### src/rtl/urx_pkg.sv
package urx_pkg;
  localparam int DATA_W = 8;
  localparam int OSR    = 16;

  typedef enum logic [1:0] {
    PAR_NONE = 2'd0,
    PAR_EVEN = 2'd1,
    PAR_ODD  = 2'd2,
    PAR_OFF  = 2'd3
  } par_e;

  typedef enum logic [2:0] {
    ST_IDLE, ST_START, ST_DATA, ST_PAR, ST_STOP, ST_REARM, ST_BRKW
  } rx_st_e;
endpackage

### src/rtl/rx_sync.sv
module rx_sync #(
  parameter int STAGES = 2
) (
  input  logic clk,
  input  logic rst,
  input  logic din,
  output logic dout,
  output logic fall
);
  // one extra stage holds the previous synchronised value for edge detection
  logic [STAGES:0] sr;

  always_ff @(posedge clk) begin
    if (rst) sr <= '1;
    else     sr <= {sr[STAGES-1:0], din};
  end

  assign dout = sr[STAGES-1];
  assign fall = sr[STAGES] & ~sr[STAGES-1];
endmodule

### src/rtl/rx_frame.sv
module rx_frame
  import urx_pkg::*;
#(
  parameter int DW  = DATA_W,
  parameter int OS  = OSR
) (
  input  logic          clk,
  input  logic          rst,
  input  logic          en,
  input  logic          tick,
  input  logic          rxd,
  input  logic          fall,
  input  logic [1:0]    cfg_len,
  input  logic [1:0]    cfg_par,
  output logic          vld_o,
  output logic [DW-1:0] data_o,
  output logic          perr_o,
  output logic          ferr_o,
  output logic          brk_o
);
  localparam int CW   = $clog2(OS);
  localparam int HALF = OS / 2;
  localparam int NBW  = $clog2(DW) + 1;

  rx_st_e        st;
  logic [CW-1:0] cnt;
  logic [NBW-1:0] nb_l, bidx;
  par_e          par_l;
  logic [DW-1:0] sh, shv;
  logic          pbit, hcnt, perr_c;

  wire at_half = tick && (cnt == CW'(HALF - 1));
  wire at_bit  = tick && (cnt == CW'(OS - 1));
  wire use_par = (par_l == PAR_EVEN) || (par_l == PAR_ODD);

  always_comb begin
    shv    = sh >> (NBW'(DW) - nb_l);
    perr_c = 1'b0;
    if (par_l == PAR_EVEN) perr_c = ^shv ^ pbit;
    if (par_l == PAR_ODD)  perr_c = ~(^shv ^ pbit);
  end

  always_ff @(posedge clk) begin
    if (rst || !en) begin
      st <= ST_IDLE; cnt <= '0; bidx <= '0; pbit <= 1'b0; hcnt <= 1'b0;
      vld_o <= 1'b0;
      if (rst) begin
        sh <= '0; nb_l <= NBW'(DW); par_l <= PAR_NONE;
        data_o <= '0; perr_o <= 1'b0; ferr_o <= 1'b0; brk_o <= 1'b0;
      end
    end else begin
      vld_o <= 1'b0;
      case (st)
        ST_IDLE: begin
          cnt <= '0;
          if (fall) begin
            st    <= ST_START;
            nb_l  <= NBW'(cfg_len) + NBW'(5);
            par_l <= par_e'(cfg_par);
          end
        end
        ST_START: if (tick) begin
          if (at_half) begin
            cnt <= '0; bidx <= '0; pbit <= 1'b0;
            st  <= rxd ? ST_IDLE : ST_DATA;
          end else cnt <= cnt + 1'b1;
        end
        ST_DATA: if (tick) begin
          cnt <= cnt + 1'b1;
          if (at_bit) begin
            sh <= {rxd, sh[DW-1:1]};
            if (bidx == nb_l - 1'b1) st <= use_par ? ST_PAR : ST_STOP;
            else bidx <= bidx + 1'b1;
          end
        end
        ST_PAR: if (tick) begin
          cnt <= cnt + 1'b1;
          if (at_bit) begin pbit <= rxd; st <= ST_STOP; end
        end
        ST_STOP: if (tick) begin
          cnt <= cnt + 1'b1;
          if (at_bit) begin
            cnt    <= '0;
            vld_o  <= 1'b1;
            perr_o <= perr_c;
            if (rxd) begin
              data_o <= shv; ferr_o <= 1'b0; brk_o <= 1'b0; st <= ST_IDLE;
            end else if (shv == '0 && !pbit) begin
              data_o <= '0; ferr_o <= 1'b0; brk_o <= 1'b1; st <= ST_BRKW;
              hcnt   <= 1'b0;
            end else begin
              data_o <= shv; ferr_o <= 1'b1; brk_o <= 1'b0; st <= ST_REARM;
            end
          end
        end
        ST_REARM: if (tick) begin
          if (at_half) begin
            cnt <= '0;
            st  <= rxd ? ST_IDLE : ST_START;
          end else cnt <= cnt + 1'b1;
        end
        ST_BRKW: begin
          if (rxd) begin
            hcnt <= 1'b1;
            if (hcnt) st <= ST_IDLE;
          end else hcnt <= 1'b0;
        end
        default: st <= ST_IDLE;
      endcase
    end
  end


  vld_pulse_chk: assert property (@(posedge clk) disable iff (rst)
    vld_o |=> !vld_o);

  brk_zero_chk: assert property (@(posedge clk) disable iff (rst)
    (vld_o && brk_o) |-> (data_o == '0 && !ferr_o));

  brk_hold_chk: assert property (@(posedge clk) disable iff (rst)
    (st == ST_BRKW && !rxd && en) |=> (st == ST_BRKW));

  dis_quiet_chk: assert property (@(posedge clk) disable iff (rst)
    !en |=> !vld_o);

  upper_zero_chk: assert property (@(posedge clk) disable iff (rst)
    vld_o |-> ((data_o >> nb_l) == '0));
endmodule

### src/rtl/uart_rx_brk.sv
module uart_rx_brk
  import urx_pkg::*;
#(
  parameter int SYNC_STAGES = 2
) (
  input  logic              clk,
  input  logic              rst,
  input  logic              en,
  input  logic              tick16,
  input  logic              rxd,
  input  logic [1:0]        cfg_len,
  input  logic [1:0]        cfg_par,
  output logic              vld_o,
  output logic [DATA_W-1:0] data_o,
  output logic              perr_o,
  output logic              ferr_o,
  output logic              brk_o
);
  logic rx_s, rx_fall;

  rx_sync #(.STAGES(SYNC_STAGES)) u_sync (
    .clk(clk), .rst(rst), .din(rxd), .dout(rx_s), .fall(rx_fall)
  );

  rx_frame #(.DW(DATA_W), .OS(OSR)) u_frame (
    .clk(clk), .rst(rst), .en(en), .tick(tick16), .rxd(rx_s), .fall(rx_fall),
    .cfg_len(cfg_len), .cfg_par(cfg_par),
    .vld_o(vld_o), .data_o(data_o), .perr_o(perr_o), .ferr_o(ferr_o),
    .brk_o(brk_o)
  );


  flag_excl_chk: assert property (@(posedge clk) disable iff (rst)
    vld_o |-> !(ferr_o && brk_o));
endmodule

### config.mk
export PLATFORM = sky130hd
export DESIGN_NAME = uart_rx_brk
export DESIGN_NICKNAME = d
export VERILOG_FILES = /design/src/rtl/urx_pkg.sv /design/src/rtl/rx_sync.sv /design/src/rtl/rx_frame.sv /design/src/rtl/uart_rx_brk.sv
export SDC_FILE = /design/constraint.sdc
export NUM_CORES = 1
export LEC_CHECK = 0
export ABC_AREA = 1
export ABC_CLOCK_PERIOD_IN_PS = 5550
export BUFFER_PORTS_ARGS = -buffer_cell sky130_fd_sc_hd__buf_2
export CORE_MARGIN = 2
export CORE_UTILIZATION = 45
export DETAILED_ROUTE_END_ITERATION = 16
export HOLD_SLACK_MARGIN = 0.02
export PLACE_DENSITY = 0.74
export RECOVER_POWER = 100
export SLEW_MARGIN = 20
export SYNTH_ARGS = -nofsm -noshare
export SYNTH_HDL_FRONTEND = slang
export SYNTH_SLANG_ARGS = --single-unit
### constraint.sdc
create_clock -name clk -period 5.55 [get_ports clk]
set_input_delay 0.8325 -clock clk [delete_from_list [all_inputs] [get_ports clk]]
set_output_delay 0.8325 -clock clk [all_outputs]
set_load 0.05 [all_outputs]
# Yosys cells after proc, flatten, opt, wreduce, memory -nomap -nowiden

Index checks and enable logic that the tools add are counted.

Register bits after elaboration: 42
Bits in latches: 0
Memory bits (writable): 0
Bits in read-only memories: 0
Bits of input ports: 9
Output and inout port bits: 12
Logic and storage cells: 170
Memories kept: 0

$add $sub $neg: 5
Multipliers: 0
Divide/modulo/power cells: 0
Order comparisons: 0
Eq/ne operators: 31
Shift-type cells: 1
Mux-type cells: 82
Bitwise operators: 6
Reductions and logical operators: 31

Operator list:

| kind                  | count |
|---|---|
| $mux W8               | 11 |
| $mux W4               | 14 |
| $mux W3               | 16 |
| $mux W1               | 30 |
| $pmux W3 S7           | 1 |
| $ne A2 B1 Y1 const B  | 10 |
| $ne A2 B2 Y1 const B  | 10 |
| $reduce_bool A2 Y1    | 9 |
| $pmux W4 S4           | 1 |
| $reduce_and A14 Y1    | 1 |
| $mux W2               | 6 |
| $reduce_and A4 Y1     | 3 |
| $reduce_and A5 Y1     | 2 |
| $eq A3 B3 Y1 const B  | 3 |
| $add A4 B1 Y4 const B | 2 |
| $logic_not A8 Y1      | 1 |
| $pmux W4 S2           | 1 |
| $reduce_xor A8 Y1     | 1 |
| $shr A8 B4 Y8         | 1 |
| $eq A3 B2 Y1 const B  | 2 |
| $reduce_and A6 Y1     | 1 |
| $add A2 B3 Y4 const B | 1 |
| $eq A4 B3 Y1 const B  | 1 |
| $eq A4 B4 Y1          | 1 |
| other kinds (18)      | 27 |

# Depth between registers and ports, before layout

Gate-level depths: netlist (run 1).

Depth after elaboration: 10
Mapped depth: 15
Gate-level depth less buffers: 15

# Hierarchy

A second synthesis (run 1) with hierarchy kept.

Cells, all modules: 320
Area, all modules: 2504.9 µm²

By module, submodules not included:

| module   | times used | cells an instance | area each (µm²) | seq. area each (µm²) |
|---|---|---|---|---|
| rx_frame | 1          | 308               | 2411.1          | 1031.0 |
| rx_sync  | 1          | 12                | 93.8            | 60.1 |

# Worst setup path before layout (run 1)

Ideal clock, no wire load.

Path type: reg-to-reg
From: register u_frame.nb_l[0]
To: register u_frame.perr_o (data pin)
Library setup time: 0.255 ns
Data arrival time: 2.479 ns
Required time: 5.295 ns
Setup slack: 2.816 ns
Stages on the path, launching flop included: 12
Buffers on the path: 1
Clock period less this slack: 2.734 ns
Cells stage by stage: edfxtp_1 > inv_2 > ha_1 > clkbuf_1 > o311ai_0 > nand3_1 > ha_1 > xnor2_1 > xnor2_1 > or2_2 > a21oi_1 > nor2_1

Longest elaborated chain between the ends: 10
Elaborated cells on any way between the ends: 11
Those cells by class: 1 x add/sub; 1 x shift; 6 x mux; 2 x bitwise; 1 x reduce/logical

Ends and longest elaborated chain:

| element                                      | line                           | source |
|---|---|---|
| start, declared                              | rx_frame.sv:27                 | `logic [NBW-1:0] nb_l, bidx;` |
| start signal, assigned                       | rx_frame.sv:58                 | `nb_l <= NBW'(cfg_len) + NBW'(5);` |
| $sub A4 B4 Y4 (*)                            | rx_frame.sv:37                 | `shv = sh >> (NBW'(DW) - nb_l);` |
| $shr A8 B4 Y8 (*)                            | rx_frame.sv:37                 |  |
| $reduce_xor A8 Y1 (*)                        | rx_frame.sv:39, rx_frame.sv:40 |  |
| $xor A1 B1 Y1 (*)                            | rx_frame.sv:39, rx_frame.sv:40 |  |
| $mux W1 / $not A1 Y1 (equally long branches) | rx_frame.sv:39, rx_frame.sv:40 |  |
| $mux W1 (*)                                  | rx_frame.sv:40                 | `if (par_l == PAR_ODD) perr_c = ~(^shv ^ pbit);` |
| $mux W1 (*)                                  | rx_frame.sv:82                 | `if (at_bit) begin` |
| $mux W1 (*)                                  | rx_frame.sv:80                 | `ST_STOP: if (tick) begin` |
| $mux W1 (*)                                  | rx_frame.sv:53                 | `case (st)` |
| $mux W1 (*)                                  | rx_frame.sv:44                 | `if (rst \|\| !en) begin` |
| end signal, assigned                         | rx_frame.sv:85                 | `perr_o <= perr_c;` |
| end, declared                                | rx_frame.sv:17                 | `output logic perr_o,` |

Every way passes the cells marked *; elsewhere a longest branch is shown, timed or not. The select of a mux whose other input is x is not followed.
A chain may end at the register's enable or synchronous reset.

# Worst setup path in the final report (run 1)

From: register u_frame.nb_l[0]
To: register u_frame.data_o[0] (data pin)

Longest elaborated chain between the ends: 10

Ends and longest elaborated chain:

| element              | line           | source |
|---|---|---|
| $sub A4 B4 Y4 (*)    | rx_frame.sv:37 |  |
| $shr A8 B4 Y8 (*)    | rx_frame.sv:37 |  |
| $logic_not A8 Y1     | rx_frame.sv:88 | `end else if (shv == '0 && !pbit) begin` |
| $logic_and A1 B1 Y1  | rx_frame.sv:88 |  |
| $mux W8              | rx_frame.sv:88 |  |
| $mux W8 (*)          | rx_frame.sv:86 | `if (rxd) begin` |
| $mux W8 (*)          | rx_frame.sv:82 |  |
| $mux W8 (*)          | rx_frame.sv:80 |  |
| $mux W8 (*)          | rx_frame.sv:53 |  |
| $mux W8 (*)          | rx_frame.sv:44 |  |
| end signal, assigned | rx_frame.sv:49 | `data_o <= '0; perr_o <= 1'b0; ferr_o <= 1'b0; brk_o <= 1'b0;` |
| end signal, assigned | rx_frame.sv:87 | `data_o <= shv; ferr_o <= 1'b0; brk_o <= 1'b0; st <= ST_IDLE;` |
| end signal, assigned | rx_frame.sv:89 | `data_o <= '0; ferr_o <= 1'b0; brk_o <= 1'b1; st <= ST_BRKW;` |
| end, declared        | rx_frame.sv:16 | `output logic [DW-1:0] data_o,` |

Marks and branches as above.

==> results.txt, run 1 <==
The power consumption is between 800 and 900 uW. The core region is between 0.005 and 0.006 sq mm. No sink is reached through more buffers than the 2 on the longest clock path. The sequential cells in the finished layout cover a total of between 0.001 and 0.0015 sq mm. Of the total synthesized cell area, the portion taken by full adders, half adders and majority gates is between 5 and 6%. The weighted congestion reported at the end of routability-driven placement came out at ~0.9. Entering global routing, the biggest net connects 23 pins. The insertion delay to the later sink of the worst-skew pair came out at about 300 ps. The portion of synthesized area spent on multiplexers is 0%.

The number of global-route vias before repair is between 1.5k and 2k. The average via count per standard cell is about 5. The capturing point of the worst reg2reg path is u_frame.data_o[0]. The post-synth net total came out at 342. The die covers between 0.006 and 0.007 sq mm.

The number of port buffers came out at 20. After the last flow step, the layout net total stands at between 300 and 400. From synthesis to final layout, the design area changed by 10.0%.

The headroom to the max-slew limit is between 20% and 30%. On the critical path, the stage with the largest delay is an instance of sky130_fd_sc_hd__edfxtp_1. The count of warnings emitted by yosys is 0.

The number of clock buffers inserted by TritonCTS came out at 5. The number of max-cap violations is 0. STA classifies the critical path endpoint as a register.

The setup path with the least slack is of type register to register. The number of placement rows is 26. The shortest period the worst path allows is 3440 ps. Counting the fill cells in the layout gives about 500. For this run, the leading register cell type out of synthesis is sky130_fd_sc_hd__edfxtp_1. Of all flip-flops after synthesis, the portion carrying an async set or reset was 0%. The worst path uses between 60% and 70% of the clock period. The antenna cell count is 0.

By instance count, the leading cell after synthesis is sky130_fd_sc_hd__nand2_1. For this run, the detailed router's first-pass iteration total came to 4. For this design the static power due to leakage is roughly 0.0012 uW. The number of different library cells in the post-synthesis netlist is 30. After clock tree synthesis, the flow added hold-fix buffers numbering 0. Counting instances in the post-synthesis netlist gives the leading cell types as 75 x sky130_fd_sc_hd__nand2_1, 54 x sky130_fd_sc_hd__nor2_1, 44 x sky130_fd_sc_hd__inv_1. The startpoint identified for the worst register-to-register timing path is u_frame.nb_l[0].

Setup repair after global routing left no endpoint under its margin. The final number of setup-violating endpoints is 0. Ranked by total cell area, the synthesized netlist is headed by sky130_fd_sc_hd__edfxtp_1 30%, sky130_fd_sc_hd__dfxtp_1 14%, sky130_fd_sc_hd__nand2_1 11%, sky130_fd_sc_hd__nor2_1 8.2%, sky130_fd_sc_hd__inv_1 6.7%.

The sequential-to-total area share from yosys stat came out at 44.1%. The number of pins with negative max-slew slack in the final report is 0. The number of remaining DRC errors is 0. By area, the combinational part of the netlist is dominated by simple AND/OR/NAND/NOR gates. The achievable clock frequency came out at just under 300 MHz.

The signal on the critical path passes through inv_1, ha_1, xor2_1, clkinv_1, a21oi_1, o21ai_0, o211ai_1, ha_1, inv_1, nor2_1, nand3_1, inv_1, nand2_1, nand2_1, nor2_1. The leftover overflow at the end of global routing is 0. The aggregate routed wire length came out at roughly 5000 microns.

The synthesized netlist devotes about a tenth of its cell area to compound gates. The die span in x is 78.1 microns. The maximum single-stage delay on the critical path is approximately 600 ps. The data arrival time of the critical path is 3490 ps. The share of final-layout standard cells stronger than drive strength 1 came out at 10.1%. The synthesized design contains 25 enable-type register cells.

The worst hold path belongs to the class register to register. The per-instance average area after synthesis came out at roughly 7.7 sq um. The area occupied by multi-input gates is 0.00116 sq mm.

The cell that appears most often on the critical path is sky130_fd_sc_hd__inv_1. Of all cell types, the one taking the most synthesized area is sky130_fd_sc_hd__edfxtp_1. The slew of the pin with the lowest slew margin came out at approximately 1100 ps.

Counting cells, the worst reg-to-reg path comes to 15. In this run the count of I/O pins placed on the die edge is 21. After technology mapping, the gate count stands at 322.

Power spread over the standard cell area amounts to 300 mW/mm^2. The iteration-0 DRC count of the detailed router is ~150. Across the VDD grid, the largest voltage drop is 0.133 mV. The slack of the worst reg-to-reg path is ~2100 ps. The worst setup path is launched from a register. The wire length of the first global-routing pass is around 8500 microns.

The per-cell routed wire length came out at approximately 12 microns. The maximum fanout along the worst path is 16. Of the total synthesized cell area, the portion taken by AND, OR, NAND and NOR gates is between 20% and 30%. The top cell type's share of synthesized area came out at 30.4%.

The xor and xnor area share after synthesis is 2.43%. Once the floorplan was initialized, standard cells occupied 47.5% of the core. At the worst endpoint, the required time is ~5600 ps. The flow ran to the end, and the final reports show no timing, DRC or antenna violations.

In this run the number of H-tree levels came out at 2. The height of the die is a little under 80 microns. The final count of hold timing violations is 0.

Summing every instance area after synthesis gives about 0.0025 sq mm. Across the routed clock network, the largest skew measured is between 5 and 6 ps. TritonCTS built the clock tree. The number of antenna violations at the first check in global routing is 0.

The detailed placement HPWL came out at about 3700 microns. After clock tree synthesis, the clock-pin slew on the worst setup and hold paths is 80 ps. For this design, the sink count on the clock tree is 42. The cell sitting at the root of the clock tree is a sky130_fd_sc_hd__clkbuf_8. The endpoint of the worst setup timing path is u_frame.data_o[0]. The number of gates resized after CTS was 0.

The final antenna-violating net count is 0. The start point of the critical path is u_frame.nb_l[0]. In the final timing run, aggregate negative setup slack is 0 ps.

The total routing resource utilization after global routing is between 10% and 20%. Summing over every cut layer, the via total after detailed routing is 2078. The flip-flop and latch count after synthesis came out at 42. The count of buffers added by post-CTS timing repair for setup came out at 0.
metal layers:
metal	GRT usage [%]	vias up	part of all wire, %
met4	7.02	0	1.9
met2	28.5	53	46
met3	3.91	10	4.3
met5	0	-	0
li1	-	1089	-
met1	22.8	926	48
cell usage in the layout, fill, tap and decap left out, types with 3 or more instances in the layout:
cell                       Yosys  final
sky130_fd_sc_hd__nand2_1      75     78
sky130_fd_sc_hd__nand4_1       3      3
sky130_fd_sc_hd__clkbuf_8      0      5
sky130_fd_sc_hd__nor3_1        3      3
sky130_fd_sc_hd__o211ai_1      9      9
sky130_fd_sc_hd__nand3_1      17     17
sky130_fd_sc_hd__edfxtp_1     25     25
sky130_fd_sc_hd__xnor2_1       4      4
sky130_fd_sc_hd__or2_2         3      3
sky130_fd_sc_hd__a21oi_1       6      6
sky130_fd_sc_hd__buf_2         0      7
sky130_fd_sc_hd__o21ai_0      12     13
sky130_fd_sc_hd__ha_1         11     11
sky130_fd_sc_hd__inv_2         5      3
sky130_fd_sc_hd__nand2_2       7      4
sky130_fd_sc_hd__nor2_1       54     55
sky130_fd_sc_hd__nor2_2        5      4
sky130_fd_sc_hd__a21oi_2       5      5
sky130_fd_sc_hd__clkbuf_1      3     14
sky130_fd_sc_hd__dfxtp_1      17     17
sky130_fd_sc_hd__inv_1        44     45
how the worst min path moves through the flow:
stage | from | to | cells past startpoint
2_1_floorplan | u_sync.sr[0] | u_sync.sr[1] | 1
3_3_place_gp | u_sync.sr[0] | u_sync.sr[1] | 1
3_5_place_dp | u_sync.sr[0] | u_sync.sr[1] | 1
4_1_cts | u_sync.sr[0] | u_sync.sr[1] | 1
5_1_grt | u_sync.sr[0] | u_sync.sr[1] | 1
6_report | u_sync.sr[0] | u_sync.sr[1] | 1
sequential cells by signal, indices dropped and copies added (netlist names), 2 cells and up:
| signal | flops |
|---|---|
| u_frame.sh | 8 |
| u_frame.bidx | 4 |
| u_frame.par_l | 2 |
| u_frame.nb_l | 4 |
| u_frame.cnt | 4 |
| u_frame.st | 3 |
| u_frame.data_o | 8 |
| u_sync.sr | 3 |
critical path: cells and delay by family (launching register included):
| kind | cells | cell delay, ps |
|---|---|---|
| buf+inv | 4 | 670 |
| xor+xnor | 1 | 430 |
| flops | 1 | 600 |
| simple gates | 5 | 630 |
| fa+ha+maj | 2 | 460 |
| compound gates | 3 | 410 |
kinds of logic (layout without fill, tap and decap cells):
logic type | after synthesis | after routing
adders and majority gates | 11 | 11
buffers and inverters | 53 | 78
xor gates and xnor gates | 6 | 6
and+or+nand+nor | 170 | 170
DFF | 42 | 42
AOI/OAI and AO/OA | 40 | 40
power breakdown:
group	internal (uW)	switching, uW	total, uW
sequential	348	15.5	364
clock	132	108	240
combinational	66.7	145	211
total	547	268	815
metrics by stage:
stage          hold WS (ps)  std cells  setup slack, ps  cell area [sq um]  util (%)
6_report                413        417             2110               2720      52.3
5_1_grt                 444        417             1730               2720      52.3
4_1_cts                 415        417             2450               2760      53.0
3_5_place_dp            394        409             2460               2650      50.9
3_3_place_gp            393        409             2560               2650      50.9
2_1_floorplan           389        322             2820               2470         -
layout make-up:
class	count	share of cell area, %
clock buffers	5	2.53
clock inverters	3	1.47
inverters	49	6.76
multi-input cells	227	42.7
flip-flops and latches	42	40.1
well taps	70	3.22
repair buffers	21	3.22
No activity file was read; power rests on OpenSTA's default activity.
==> run 2, diff against run 1 <==
--- a/config.mk
+++ b/config.mk
@@ -6,13 +6,13 @@
 export NUM_CORES = 1
 export LEC_CHECK = 0
 export ABC_AREA = 1
-export ABC_CLOCK_PERIOD_IN_PS = 5550
+export ABC_CLOCK_PERIOD_IN_PS = 3100
 export BUFFER_PORTS_ARGS = -buffer_cell sky130_fd_sc_hd__buf_2
 export CORE_MARGIN = 2
 export CORE_UTILIZATION = 45
 export DETAILED_ROUTE_END_ITERATION = 16
 export HOLD_SLACK_MARGIN = 0.02
-export PLACE_DENSITY = 0.74
+export PLACE_DENSITY = 0.76
 export RECOVER_POWER = 100
 export SLEW_MARGIN = 20
 export SYNTH_ARGS = -nofsm -noshare
==> constraint.sdc (replaced) <==
create_clock -name clk -period 3.1 [get_ports clk]
set_input_delay 0.465 -clock clk [delete_from_list [all_inputs] [get_ports clk]]
set_output_delay 0.465 -clock clk [all_outputs]
set_load 0.05 [all_outputs]
==> run 2 against run 1 <==
  * Fmax increased by 21%
  * Count of clock-buffer cells in the layout grew 2
  * Sequential share of layout area is the same
  * Die area stayed put
  * Critical path type unchanged
==> results.txt, run 2 (same netlist as run 1, synthesis figures left out) <==
The number of antenna diodes in the final layout is 0. Signal routing reaches up to met4. The setup path with the least slack is of type register to register. The maximum fanout along the worst path is 8. The HPWL after detailed placement is roughly 3800 microns.

The final count of hold timing violations was 0. In this run the post-CTS setup repair buffer count came out at 0. The run finished with clean final reports. After detailed routing, the average wire length per cell comes to ~12 microns. The number of placement rows came out at 26.

The largest registers in the layout are u_frame.data_o (8), u_frame.sh (8). Of the cells placed in the final design, the portion with a size suffix greater than 1 is around a tenth. The worst setup path is captured at a register. The data arrival time of the critical path came out at 2890 ps.

Setup repair after global routing left no endpoint under its margin. The number of antenna violations at the first check in global routing came out at 0. The floorplan step defined a die boundary enclosing slightly above 0.006 sq mm.

CTS saw 42 sinks. The final worst-path cycle share came out at about nine tenths. Leaving out filler cells and counting taps, the final layout contains 420. The weighted congestion reported at the end of routability-driven placement is between 0.9 and 1. Leaving out fill and tap cells, the most frequent cells in the layout are 77 x sky130_fd_sc_hd__nand2_1, 55 x sky130_fd_sc_hd__nor2_1, 45 x sky130_fd_sc_hd__inv_1, 25 x sky130_fd_sc_hd__edfxtp_1.

The starting utilization of the core area came out at between 40% and 50%. The shortest period the worst path allows is 2830 ps. In this run, placement finished with an instance count of between 400 and 500.

Input and output buffers added on the ports amount to 20. For this design the top-level I/O count stands at 21. The aggregate routed wire length is ~5000 microns. The number of cells upsized or downsized after cts came out at 0. Wire segments on met2 add up to roughly 2400 microns in the final route. The die span in x is between 70 and 80 microns. The number of clock buffers inserted by TritonCTS came out at 5. The number of optimization iterations in the first detailed-route pass came out at 5. The number of remaining DRC errors came out at 0. Power spread over the standard cell area amounts to 514 mW/mm^2. The headroom to the max-slew limit came out at around a third. The number of nets in the layout is approximately 370. IR analysis of the VDD net gives a maximum drop of between 0.15 and 0.2 mV.

The worst clock skew came out at 8.46 ps. The average via count per standard cell is between 5 and 6. The worst setup path is launched from a register. The number of pins with negative max-slew slack in the final report came out at 0. For the pin with the worst max-slew slack, the measured transition is 971 ps. The number of global-route vias before repair is 1932. The count of vias placed by the detailed router came out at 2122. The detail route stage leaves a number of antenna-violating nets equal to 0.

The total routing resource utilization after global routing is 17.3%. The achievable clock frequency is around 350 MHz. The layout-stage area growth over the synthesis result is 10.0%. Setup violations remaining at the end of the flow were counted as 0. The insertion delay to the later sink of the worst-skew pair came out at approximately 300 ps.

Clock-pin slew was measured on the worst setup and hold paths at 80 ps. The wire length of the first global-routing pass came out at 8510 microns. The largest net degree at the start of global routing is 16. The number of max-cap violations came out at 0. The required arrival time at the worst endpoint came out at between 3000 and 4000 ps. The library cell used most frequently in the layout, excluding fill and tap cells, is sky130_fd_sc_hd__nand2_1. The quantity of hold-fixing buffers added after cts came out at 0.

The cell chosen for the clock root is sky130_fd_sc_hd__clkbuf_8. The path class of the tightest hold or removal check is input port to register. Measured along the y axis, the die boundary spans 78.1 microns. In this run the static leakage power is ~0.0012 uW. The total length of routed met3 wires is approximately 240 microns. Summed over all failing endpoints, the final setup total negative slack is 0 ps.

The CTS tree is yes. The met1 wire length came out at around 2400 microns. In this run the standard cell core region covers around 0.0052 sq mm.

The deepest level of the CTS H-tree is 2. The number of buffers on the longest clock path came out at 2. The iteration-0 DRC count of the detailed router is about 130. The leftover overflow at the end of global routing came out at 0.
## run 2: metrics by stage
stage               total power (uW)  instance area (sq um)  hold WS (ps)  worst slack, ps  utilization [%]
floorplan                        966                   2470           389              366                -
global placement                1040                   2670           394              416             51.3
detailed placement              1050                   2670           403              300             51.3
CTS                             1420                   2760           330              289             53.1
global route                    1480                   2720           344             60.0             52.3
finish                          1400                   2720           341              269             52.3
## run 2: routing by layer
metal,track usage [%],vias up
li1,-,1092
met1,22.3,961
met2,29.1,62
met3,2.64,7
met4,6.84,0
met5,0,-
## run 2: worst max-delay path: stages (launching register included)
cell,delay (ps)
sky130_fd_sc_hd__edfxtp_1,400
sky130_fd_sc_hd__inv_2,140
sky130_fd_sc_hd__ha_1,210
sky130_fd_sc_hd__xor2_2,300
sky130_fd_sc_hd__inv_1,150
sky130_fd_sc_hd__a21oi_1,140
sky130_fd_sc_hd__o21ai_0,100
sky130_fd_sc_hd__o211ai_1,140
sky130_fd_sc_hd__ha_1,280
sky130_fd_sc_hd__xnor2_1,160
sky130_fd_sc_hd__inv_1,80
sky130_fd_sc_hd__or2_2,310
sky130_fd_sc_hd__a21oi_1,130
sky130_fd_sc_hd__nor2_1,60
## run 2: final timing paths
path | from | to | slack, ps | cells past startpoint
worst max register to register | u_frame.nb_l[0] | u_frame.perr_o | 270 | 13
worst min-delay path | rxd | u_sync.sr[0] | 340 | 2
worst max-delay path | u_frame.nb_l[0] | u_frame.perr_o | 270 | 13
worst min register to register | u_sync.sr[0] | u_sync.sr[1] | 420 | 1
## run 2: final cells by class
cell class,instances,area [sq um]
clock buffers,7,86.3
multi-input cells,227,1160
repair buffers,24,103
well taps,70,87.6
inverters,49,184
flip-flops and latches,42,1090
clock inverters,1,5.00
fillers,507,2480
## run 2: power breakdown
part | switching, uW | internal [uW] | leakage (uW) | total, uW
logic | 262 | 122 | 0.000709 | 384
clock network | 188 | 180 | 0.0000482 | 368
registers | 23.9 | 623 | 0.000393 | 647
==> run 3, diff against run 2 <==
--- a/config.mk
+++ b/config.mk
@@ -5,7 +5,6 @@
 export SDC_FILE = /design/constraint.sdc
 export NUM_CORES = 1
 export LEC_CHECK = 0
-export ABC_AREA = 1
 export ABC_CLOCK_PERIOD_IN_PS = 3100
 export BUFFER_PORTS_ARGS = -buffer_cell sky130_fd_sc_hd__buf_2
 export CORE_MARGIN = 2
==> run 3 against run 2 <==
  * Clock power shrank 4%
  * Sequential share of layout area shrank 1.2 points
  * Register-to-register slack lost 130 ps
  * Sequential power shrank 0.8%
  * Cell count shrank 17%
  * Synthesized cell count shrank 20%
  * Via count shrank 8.6%
  * Sequential cell count is the same
  * Fmax shrank 4.4%
  * Count of clock-buffer cells in the layout shrank 2
  * Clock skew grew 4.8 ps
==> results.txt, run 3 <==
The sequential-to-total area share from yosys stat is ~43%. The final count of hold timing violations came to 0. For this block, the initial DRC count from the detailed router was around 130. For this design, the sink count on the clock tree is 42. The worst clock skew came out at about 13 ps. The detailed placement HPWL is 3620 microns. Routability-driven placement finished with a final weighted congestion of roughly 0.84. The per-instance average area after synthesis is 9.84 sq um. The maximum VDD drop came out at slightly above 0.2 mV. The starting utilization of the core area came out at around 47%. Power spread over the standard cell area amounts to 455 mW/mm^2. The synthesized design contains 25 enable-type register cells. The number of clock buffers inserted by TritonCTS is 5. The clock edge transition at the registers on the reported setup and hold paths came out at about 80 ps.

Dividing the detail-routed wire length by the instance count gives 14.2 microns. Among all cell types in the netlist, the one instantiated most often is sky130_fd_sc_hd__edfxtp_1. The slack of the worst reg-to-reg path came out at 140 ps.

Setup violations remaining at the end of the flow were counted as 0. The share of final-layout standard cells stronger than drive strength 1 is ~14%. Leaving out fill and tap cells, the most frequent cell in the layout is sky130_fd_sc_hd__edfxtp_1. The die span in x is roughly 80 microns. The number of remaining DRC errors came out at 0.

The most critical setup path has its endpoint at u_frame.perr_o. The aggregate routed wire length is about 5000 microns. The number of global-route vias before repair came to 1852. The layout-stage area growth over the synthesis result is 10.0%. When the netlist entered floorplanning its net count stood at 279. The cell area after technology mapping came out at approximately 0.0025 sq mm.

The fraction of registers with async set or reset after synthesis came out at 0%. The launching element type of the critical path is a register. The biggest area contributor in the post-synthesis netlist is sky130_fd_sc_hd__edfxtp_1. Counting I/O delays and the setup requirement, the final critical path takes between 2000 and 3000 ps. The synthesized instance count is between 200 and 300. The floorplan has 27 rows.

The cell count of the worst hold path is 2. The number of buffers on the longest clock path is 2. The number of port buffers came out at 20. Counting flops and latches in the post-synthesis netlist gives between 40 and 50.

The total area inside the core boundary comes to ~0.0055 sq mm. The fill cell total of the finished layout came out at between 500 and 600. In the layout the commonest cells are 25 x sky130_fd_sc_hd__edfxtp_1, 24 x sky130_fd_sc_hd__nor2_1, 17 x sky130_fd_sc_hd__dfxtp_1, 16 x sky130_fd_sc_hd__nand2_1, 15 x sky130_fd_sc_hd__clkbuf_1. The data arrival time of the critical path is around 3000 ps.

The slew of the pin with the lowest slew margin came out at approximately 840 ps. The required arrival time at the worst endpoint is between 3000 and 4000 ps. The footprint of the flip-flops and latches came out at approximately 0.0011 sq mm.

The tree is rooted in a sky130_fd_sc_hd__clkbuf_8. The critical path start-end classification is register to register. The static leakage came out at between 0.001 and 0.0015 uW. The largest net degree at the start of global routing came out at 30. The insertion delay to the later sink of the worst-skew pair came out at roughly 300 ps. The top cell type by area accounts for between 20% and 30% of the synthesized area. The startpoint identified for the worst register-to-register timing path is u_frame.nb_l[0].

The worst-case reg-to-reg path depth is 12. The die area is between 0.006 and 0.007 sq mm. The I/O pin total came out at 21. The CTS tree is yes.

The wire length of the first global-routing pass is roughly 8500 microns. The cell type with the highest occurrence count on the critical path is sky130_fd_sc_hd__xnor2_1. The number of different library cells in the post-synthesis netlist is 56. Leaving out filler cells and counting taps, the final layout contains 350. The number of nets in the layout is 297. The achievable clock frequency is between 300 and 400 MHz. The number of pins with negative max-slew slack in the final report came out at 0. The number of optimization iterations in the first detailed-route pass is 4. Tracing the worst setup path back leads to its startpoint at u_frame.nb_l[0]. The total placed cells including tap cells is roughly 340. The area occupied by multi-input gates came out at between 0.001 and 0.0015 sq mm. The maximum fanout along the worst path is 7. The run finished with clean final reports. The largest registers in the layout are u_frame.data_o (8), u_frame.sh (8). The count of nets left with antenna violations once routing finished came out at 0. The largest individual stage delay along the critical path comes from the cell sky130_fd_sc_hd__edfxtp_1. The count of vias placed by the detailed router came out at just under 2k. The antenna cell count is 0. The core utilization of the finished layout came out at about half. The total routing resource utilization after global routing came out at between 10% and 20%. The number of antenna violations at the first check in global routing is 0. By area the synthesized netlist is led by sky130_fd_sc_hd__edfxtp_1 29%, sky130_fd_sc_hd__dfxtp_1 13%, sky130_fd_sc_hd__ha_1 5.4%, sky130_fd_sc_hd__mux2i_1 3.9%, sky130_fd_sc_hd__nor2_1 3.5%. The worst hold path belongs to the class input port to register. The commonest cells after synthesis are 25 x sky130_fd_sc_hd__edfxtp_1, 24 x sky130_fd_sc_hd__nor2_1, 17 x sky130_fd_sc_hd__dfxtp_1. The number of max-cap violations came out at 0. STA classifies the critical path endpoint as a register. The die is roughly 79 microns tall. Traced cell by cell, the critical path runs through inv_2, ha_2, clkinv_2, mux2_2, o21ai_1, nand2_1, ha_4, xnor2_2, xnor2_1, xnor2_1, mux2i_1, nor2_1. The count of warnings emitted by yosys is 0.

The leftover overflow at the end of global routing is 0. The headroom to the max-slew limit came out at between 40% and 50%. In this run the number of H-tree levels came out at 2.

The average via count per standard cell is roughly 5.5. The maximum single-stage delay on the critical path came out at 420 ps. Among all flip-flop cells after synthesis, the most frequent one is sky130_fd_sc_hd__edfxtp_1.

The final worst-path cycle share is between 90% and 100%. The endpoint identified for the worst register-to-register timing path is u_frame.perr_o.
-- run 3: cell count changes in the layout (fill, tap and decap cells not counted), moves of 10 or more --
cell / before / now
sky130_fd_sc_hd__nand2_1: 77 / 16
sky130_fd_sc_hd__nand3_1: 17 / 7
sky130_fd_sc_hd__nand2b_1: 0 / 10
sky130_fd_sc_hd__inv_1: 45 / 7
sky130_fd_sc_hd__mux2i_1: 0 / 10
sky130_fd_sc_hd__nor2_1: 55 / 24
-- run 3: how the worst min path moves through the flow --
stage                       startpoint            to  slack [ps]
after global placement    u_sync.sr[0]  u_sync.sr[1]         390
after CTS                          rxd  u_sync.sr[0]         340
after global routing               rxd  u_sync.sr[0]         350
final                              rxd  u_sync.sr[0]         350
after detailed placement  u_sync.sr[0]  u_sync.sr[1]         400
after floorplan           u_sync.sr[0]  u_sync.sr[1]         390
-- run 3: cell families after synthesis --
kind of cell,share of synthesized area (%)
compound gates,14.2
xor+xnor,4.12
mux,7.90
fa+ha+maj,5.40
buf+inv,4.03
simple gates,21.6
flops,42.8
-- run 3: final cells by class --
| type | instances | share of cell area, % |
|---|---|---|
| multi-input cells | 193 | 49.1 |
| flip-flops and latches | 42 | 38.9 |
| repair buffers | 26 | 4.33 |
| well taps | 72 | 3.21 |
| clock buffers | 5 | 2.45 |
| inverters | 9 | 1.25 |
| clock inverters | 3 | 0.759 |
-- run 3: timing repair --
action                                  4_1_cts  5_1_grt
buffers inserted                              1        0
resized for setup                             1        5
hold buffers                                  0        0
pin swaps                                     0        1
endpoints found under the setup margin        1        2
-- run 3: per-stage QoR --
step	hold slack (ps)	total power, uW	instance area, sq um	setup TNS (ps)	setup WS, ps
floorplan	389	863	2550	0	64.3
global placement	394	914	2710	0	213
detailed placement	403	924	2710	0	34.8
CTS	343	1280	2810	0	16.6
global route	352	1340	2800	-2.27	-2.27
finish	353	1270	2800	0	139
-- run 3: metal layers --
metal | up-vias | share of wire [%] | GRT usage (%)
li1 | 980 | - | -
met1 | 923 | 48 | 23.2
met2 | 29 | 47 | 27.4
met3 | 8 | 2.7 | 3.52
met4 | 0 | 2.0 | 6.72
met5 | - | 0 | 0
-- run 3: power breakdown --
group          leakage [uW]  switching [uW]  internal, uW
Combinational      0.000605             165           117
Clock             0.0000441             193           158
Sequential         0.000393            27.4           614
Total               0.00104             386           889
-- run 3: worst max-delay path, delay by kind of cell (launching register included) --
kind / cells / cell delay [ps]
AOI/OAI and AO/OA: 1 / 170
muxes: 2 / 590
buffers and inverters: 2 / 230
DFF: 1 / 420
and+or+nand+nor: 2 / 190
xor gates and xnor gates: 3 / 520
adders and majority gates: 2 / 590
